**src/rtl/spi_tmg_pkg.sv**
```systemverilog
package spi_tmg_pkg;
  parameter int unsigned PRE_W = 2;
  parameter int unsigned SCL_W = 4;
  parameter int unsigned LEN_W = 5;
  // largest product: 7 * 2^(2^SCL_W)
  parameter int unsigned CNT_W = (1 << SCL_W) + 3;
  parameter int unsigned N_DLY = 3;

  typedef logic [CNT_W-1:0] cyc_t;

  typedef enum logic [2:0] {
    ST_IDLE  = 3'd0,
    ST_LEAD  = 3'd1,
    ST_SHIFT = 3'd2,
    ST_TRAIL = 3'd3,
    ST_GAP   = 3'd4
  } seq_st_e;

  typedef struct packed {
    logic [LEN_W-1:0] len_m1;
    logic             cont;
    logic             dbr;
    logic [PRE_W-1:0] br_pre;
    logic [SCL_W-1:0] br_scl;
    logic [PRE_W-1:0] csc_pre;
    logic [SCL_W-1:0] csc_scl;
    logic [PRE_W-1:0] asc_pre;
    logic [SCL_W-1:0] asc_scl;
    logic [PRE_W-1:0] dt_pre;
    logic [SCL_W-1:0] dt_scl;
  } tmg_cfg_t;
endpackage

```
**src/rtl/spi_tmg_dly_dec.sv**
```systemverilog
module spi_tmg_dly_dec
  import spi_tmg_pkg::*;
#(
  parameter bit BAUD = 1'b0
) (
  input  logic [PRE_W-1:0] pre_code,
  input  logic [SCL_W-1:0] scl_code,
  output cyc_t             cycles
);
  logic [2:0] pre_v;
  cyc_t       scl_v;

  generate
    if (BAUD) begin : g_baud
      always_comb begin
        case (pre_code)
          2'd0:    pre_v = 3'd2;
          2'd1:    pre_v = 3'd3;
          2'd2:    pre_v = 3'd5;
          default: pre_v = 3'd7;
        endcase
        case (scl_code)
          4'd0:    scl_v = cyc_t'(2);
          4'd1:    scl_v = cyc_t'(4);
          4'd2:    scl_v = cyc_t'(6);
          default: scl_v = cyc_t'(2) << scl_code;
        endcase
      end
    end else begin : g_delay
      always_comb begin
        case (pre_code)
          2'd0:    pre_v = 3'd1;
          2'd1:    pre_v = 3'd3;
          2'd2:    pre_v = 3'd5;
          default: pre_v = 3'd7;
        endcase
        scl_v = cyc_t'(2) << scl_code;
      end
    end
  endgenerate

  assign cycles = cyc_t'(pre_v) * scl_v;
endmodule

```
**src/rtl/spi_tmg_half_calc.sv**
```systemverilog
module spi_tmg_half_calc
  import spi_tmg_pkg::*;
(
  input  cyc_t baud_div,
  input  logic dbl,
  output cyc_t period,
  output cyc_t hi_len,
  output cyc_t lo_len
);
  always_comb begin
    period = dbl ? (baud_div >> 1) : baud_div;
    hi_len = period >> 1;
    lo_len = period - hi_len;
  end
endmodule

```
**src/rtl/spi_frame_seq.sv**
```systemverilog
module spi_frame_seq
  import spi_tmg_pkg::*;
(
  input  logic             clk,
  input  logic             rst_n,
  input  logic             frame_req,
  input  logic [LEN_W-1:0] frame_len_m1,
  input  logic             cont_mode,
  input  logic             dbr,
  input  logic [PRE_W-1:0] br_pre,
  input  logic [SCL_W-1:0] br_scl,
  input  logic [PRE_W-1:0] csc_pre,
  input  logic [SCL_W-1:0] csc_scl,
  input  logic [PRE_W-1:0] asc_pre,
  input  logic [SCL_W-1:0] asc_scl,
  input  logic [PRE_W-1:0] dt_pre,
  input  logic [SCL_W-1:0] dt_scl,
  output logic             frame_ack,
  output logic             cs_n,
  output logic             sck,
  output logic             shift_stb
);
  localparam cyc_t ONE = cyc_t'(1);
  localparam int unsigned D_LEAD  = 0;
  localparam int unsigned D_TRAIL = 1;
  localparam int unsigned D_GAP   = 2;

  // reset: asynchronous assert, synchronous release
  logic [1:0] rst_sync_q;
  logic       rst_int_n;
  always_ff @(posedge clk or negedge rst_n) begin
    if (!rst_n) rst_sync_q <= 2'b00;
    else        rst_sync_q <= {rst_sync_q[0], 1'b1};
  end
  assign rst_int_n = rst_sync_q[1];

  // state
  seq_st_e          st_q, st_d;
  cyc_t             cnt_q, cnt_d;
  logic [LEN_W-1:0] bit_q, bit_d;
  logic             sck_q, sck_d;
  logic             stb_q, stb_d;
  logic             ack_q, ack_d;
  logic             csn_q, csn_d;
  tmg_cfg_t         cfg_q, cfg_d;
  tmg_cfg_t         cfg_in;

  assign cfg_in = '{len_m1: frame_len_m1, cont: cont_mode, dbr: dbr,
                    br_pre: br_pre, br_scl: br_scl,
                    csc_pre: csc_pre, csc_scl: csc_scl,
                    asc_pre: asc_pre, asc_scl: asc_scl,
                    dt_pre: dt_pre, dt_scl: dt_scl};

  // decode from the captured snapshot
  logic [PRE_W-1:0] dly_pre [N_DLY];
  logic [SCL_W-1:0] dly_scl [N_DLY];
  cyc_t             dly_len [N_DLY];

  assign dly_pre[D_LEAD]  = cfg_q.csc_pre;
  assign dly_scl[D_LEAD]  = cfg_q.csc_scl;
  assign dly_pre[D_TRAIL] = cfg_q.asc_pre;
  assign dly_scl[D_TRAIL] = cfg_q.asc_scl;
  assign dly_pre[D_GAP]   = cfg_q.dt_pre;
  assign dly_scl[D_GAP]   = cfg_q.dt_scl;

  generate
    for (genvar gi = 0; gi < N_DLY; gi++) begin : g_dly
      spi_tmg_dly_dec #(.BAUD(1'b0)) dec_i (
        .pre_code (dly_pre[gi]),
        .scl_code (dly_scl[gi]),
        .cycles   (dly_len[gi])
      );
    end
  endgenerate

  cyc_t baud_div, sck_per, sck_hi, sck_lo, gap_len;

  spi_tmg_dly_dec #(.BAUD(1'b1)) baud_dec_i (
    .pre_code (cfg_q.br_pre),
    .scl_code (cfg_q.br_scl),
    .cycles   (baud_div)
  );

  spi_tmg_half_calc half_i (
    .baud_div (baud_div),
    .dbl      (cfg_q.dbr),
    .period   (sck_per),
    .hi_len   (sck_hi),
    .lo_len   (sck_lo)
  );

  assign gap_len = cfg_q.cont ? sck_per : dly_len[D_GAP];

  // next state
  always_comb begin
    st_d  = st_q;
    cnt_d = cnt_q;
    bit_d = bit_q;
    sck_d = sck_q;
    csn_d = csn_q;
    cfg_d = cfg_q;
    stb_d = 1'b0;
    ack_d = 1'b0;
    case (st_q)
      ST_IDLE: begin
        if (frame_req) begin
          st_d  = ST_LEAD;
          cfg_d = cfg_in;
          csn_d = 1'b0;
          ack_d = 1'b1;
          cnt_d = '0;
        end
      end
      ST_LEAD: begin
        if (cnt_q == dly_len[D_LEAD] - ONE) begin
          st_d  = ST_SHIFT;
          sck_d = 1'b1;
          stb_d = 1'b1;
          bit_d = '0;
          cnt_d = '0;
        end else begin
          cnt_d = cnt_q + ONE;
        end
      end
      ST_SHIFT: begin
        if (sck_q) begin
          if (cnt_q == sck_hi - ONE) begin
            sck_d = 1'b0;
            cnt_d = '0;
            if (bit_q == cfg_q.len_m1) st_d = ST_TRAIL;
          end else begin
            cnt_d = cnt_q + ONE;
          end
        end else begin
          if (cnt_q == sck_lo - ONE) begin
            sck_d = 1'b1;
            stb_d = 1'b1;
            cnt_d = '0;
            bit_d = bit_q + 1'b1;
          end else begin
            cnt_d = cnt_q + ONE;
          end
        end
      end
      ST_TRAIL: begin
        if (cnt_q == dly_len[D_TRAIL] - ONE) begin
          st_d  = ST_GAP;
          csn_d = 1'b1;
          cnt_d = '0;
        end else begin
          cnt_d = cnt_q + ONE;
        end
      end
      ST_GAP: begin
        if (cnt_q == gap_len - ONE) begin
          cnt_d = '0;
          if (frame_req) begin
            st_d  = ST_LEAD;
            cfg_d = cfg_in;
            csn_d = 1'b0;
            ack_d = 1'b1;
          end else begin
            st_d = ST_IDLE;
          end
        end else begin
          cnt_d = cnt_q + ONE;
        end
      end
      default: st_d = ST_IDLE;
    endcase
  end

  // registers
  always_ff @(posedge clk or negedge rst_int_n) begin
    if (!rst_int_n) begin
      st_q  <= ST_IDLE;
      cnt_q <= '0;
      bit_q <= '0;
      sck_q <= 1'b0;
      stb_q <= 1'b0;
      ack_q <= 1'b0;
      csn_q <= 1'b1;
      cfg_q <= '0;
    end else begin
      st_q  <= st_d;
      cnt_q <= cnt_d;
      bit_q <= bit_d;
      sck_q <= sck_d;
      stb_q <= stb_d;
      ack_q <= ack_d;
      csn_q <= csn_d;
      cfg_q <= cfg_d;
    end
  end

  assign frame_ack = ack_q;
  assign cs_n      = csn_q;
  assign sck       = sck_q;
  assign shift_stb = stb_q;
endmodule

```
**config.mk**
```make
export PLATFORM = sky130hd
export DESIGN_NAME = spi_frame_seq
export DESIGN_NICKNAME = d
export VERILOG_FILES = /design/src/rtl/spi_tmg_pkg.sv /design/src/rtl/spi_tmg_dly_dec.sv /design/src/rtl/spi_tmg_half_calc.sv /design/src/rtl/spi_frame_seq.sv
export SDC_FILE = /design/constraint.sdc
export NUM_CORES = 1
export LEC_CHECK = 0
export BUFFER_PORTS_ARGS = -buffer_cell sky130_fd_sc_hd__clkbuf_2
export CAP_MARGIN = 20
export CORE_MARGIN = 2
export CORE_UTILIZATION = 25
export DETAILED_ROUTE_END_ITERATION = 10
export GPL_TIMING_DRIVEN = 0
export PLACE_DENSITY = 0.39
export SLEW_MARGIN = 40
export SYNTH_ARGS = -nofsm -noshare
export SYNTH_HDL_FRONTEND = slang
export SYNTH_HIERARCHICAL = 1
export SYNTH_SLANG_ARGS = --single-unit
```
**constraint.sdc**
```tcl
create_clock -name clk -period 4.9 [get_ports clk]
set_input_delay 0.49 -clock clk [delete_from_list [all_inputs] [get_ports clk]]
set_output_delay 0.49 -clock clk [all_outputs]
set_load 0.01 [all_outputs]
```
==> out/qor.yml <==
yosys:
  synthCells: 1815
  synthTopCellsByCount: "nand2_1, xnor2_1, nor2_1"
  netlist_area_sq_um: 14200
  yosys.area.top_type_share: 0.111
  avgSynthCellArea_sq_um: 7.84
  synth-async-reset-ratio: 1.00
  ys_seq_elements: 64
  synth_warnings: 6
  seq_area_frac_synth: 0.113
  synthTopCellsByArea: "dfrtp_1, fa_1, ha_1, xnor2_1, xor2_1"
  yosysMostFrequentCell: "nand2_1"
  synth-edff-count: 0
  synth_cell_types: 105
  synthFlopType: "dfrtp_1"
  synth.largest_area_cell: "dfrtp_1"
critical_path:
  path_common_cell: "buf_6"
  cpMaxStageDelayCell: "fa_1"
  critPathRequiredTime_ns: 5.15
  critPathTopFamily: "compound AO/OA/AOI/OAI gates"
  slowest_delay_ns: 0.52
  cp-start-kind: "flip-flop"
  arrival_ns: 7.05
  crit_path_end_kind: "flip-flop"
  cp_max_fo: 5
  critical_path_class: "flip-flop to flip-flop"
  worst-path-buf-inv: 7
drt:
  avgViaCountPerCell: 5.07
  antenna_left: 0
  drcViolationCount: 0
  routedWlPerCell_um: 18.6
  drt-initial-drc-count: 722
  vias: 13826
  first_pass_iters: 7
  wl_mm: 50.8
timing:
  final-setup-viol-count: 62
  setup_tns_ns: -89.70
  post-route-period-util: 1.39
  max_slew.worst_pin.slew_ns: 0.896
  rsz0062_at_grt: "yes"
  worst_slew_margin_rel: 0.401
  skew_ns: 0.0153
  max_freq_mhz: 147
  layout_min_cycle_time_ns: 6.81
  drv_slew: 0
  finalHoldViolations: 0
  fin_ws_ns: -1.91
outcome:
  violations: "setup timing"
  status: "complete, but fails checks"
cts:
  cts-root-buf: "clkbuf_16"
  clk_path_buf_depth: 2
  numClockSinks: 64
  htree_num_levels: 3
  worst_skew_pair.late_latency_ns: 0.37
  cts_buffers: 9
  clk_pin_slew_worst_paths_ns: 0.07
  cts_tree: "done"
global_route:
  grt_usage: 0.172
  antenna_found_initial: 0
  grt_max_degree: 32
  grt_pass1_vias: 13982
  grt_pass1_wl_mm: 80.4
  overflow: 0
finish:
  nNetsFinal: 2153
  drive_gt1_frac: 0.263
  area_growth_pct: 25.7
  diodes: 0
  finalInstanceArea_sq_um: 17900
place:
  place_area_sq_um: 15600
  pre_cts_ws_ns: -2.40
  hpwlAfterDp_mm: 38.1
  io_buffer_count: 37
  gp_congestion: 0.817
floorplanning:
  dieArea_sq_um: 58800
  floorplan.initialDensity: 0.252
  io_pins: 38
  fp.dieH_um: 243
  row_count: 87
  dieWidth_um: 243
  core_sq_um: 56400
run:
  cap_violations: 0
min_path:
  hold_path.class: "flip-flop to asynchronous set/reset pin"
## per-stage QoR
stage | utilization | hold WS, ns | cells
2_1_floorplan | - | 0.194 | 1817
3_3_place_gp | 0.276 | 0.276 | 2610
3_5_place_dp | 0.277 | 0.139 | 2612
4_1_cts | 0.310 | 0.128 | 2706
5_1_grt | 0.317 | 0.137 | 2726
6_report | 0.317 | 0.124 | 2726
## cell usage in the layout, fill, tap and decap left out, types with 26 or more instances in the layout
cell type    n
mux2i_1     38
and3_1      84
xnor2_1    119
nand2_1    133
and2_1      29
xor2_1      72
fa_1        58
mux2_2      37
inv_1       70
clkbuf_1    26
a21oi_1     63
nand2b_1    31
buf_4      107
nand3_1     67
ha_1        82
a21o_1      30
nor2_1     116
o21ai_0     45
nor3_1      73
clkbuf_2    51
dfrtp_1     61
## cell families (layout without fill, tap and decap cells)
kind of cell    after synthesis  after routing  synth area share
xor+xnor                    206            206             0.127
fa+ha+maj                   154            154             0.168
flops                        64             64             0.113
mux                          85             85            0.0630
other cells                   7              9           0.00185
simple gates                760            760             0.293
compound gates              334            335             0.166
buf+inv                     205            357            0.0686
## routing by layer
metal  vias to the layer above  wire, um  track usage
met5                         -         0            0
met4                         0       741       0.0447
met3                        33      1090      0.00962
met2                       221     23900        0.291
met1                      6783     25000        0.237
li1                       6789         -            -
## timing repair
item | in CTS | in global routing
endpoints found under the setup margin | 62 | 62
hold endpoints to repair | 2 | 0
pin swaps | 76 | 59
hold buffers | 1 | 0
gates cloned | 5 | 3
buffers inserted | 75 | 19
gates resized for setup | 192 | 64
## cell type report
cell class              instances  area [sq um]
repair buffers                141          1140
plain buffers                 113           792
inverters                      87           329
flip-flops and latches         64          1610
multi-input cells            1549         12800
clock buffers                  10           239
well taps                     756           946
fillers                      6067         38500
clock inverters                 6          66.3
## sequential cells by signal (all words and copies together), names as in the netlist
signal,cells
frame_ack,1
sck,1
shift_stb,1
cfg_q,31
cnt_q,19
cs_n,1
rst_sync_q,2
bit_q,5
st_q,3
## path summary, 6_finish.rpt
check	slack, ns	start	to	cells after the start
min in group clk	0.34	csc_scl[0]	cfg_q[12]	2
max in group asynchronous	4.04	rst_sync_q[1]	cs_n	2
max reg2reg	-1.91	cfg_q[18]	cnt_q[2]	32
min	0.12	rst_sync_q[1]	cfg_q[14]	0
min reg2reg	0.12	rst_sync_q[1]	cfg_q[14]	0
max	-1.91	cfg_q[18]	cnt_q[2]	32
Power is not shown: default switching activity piles up to over one toggle a cycle in this logic, so the estimate is an artifact.
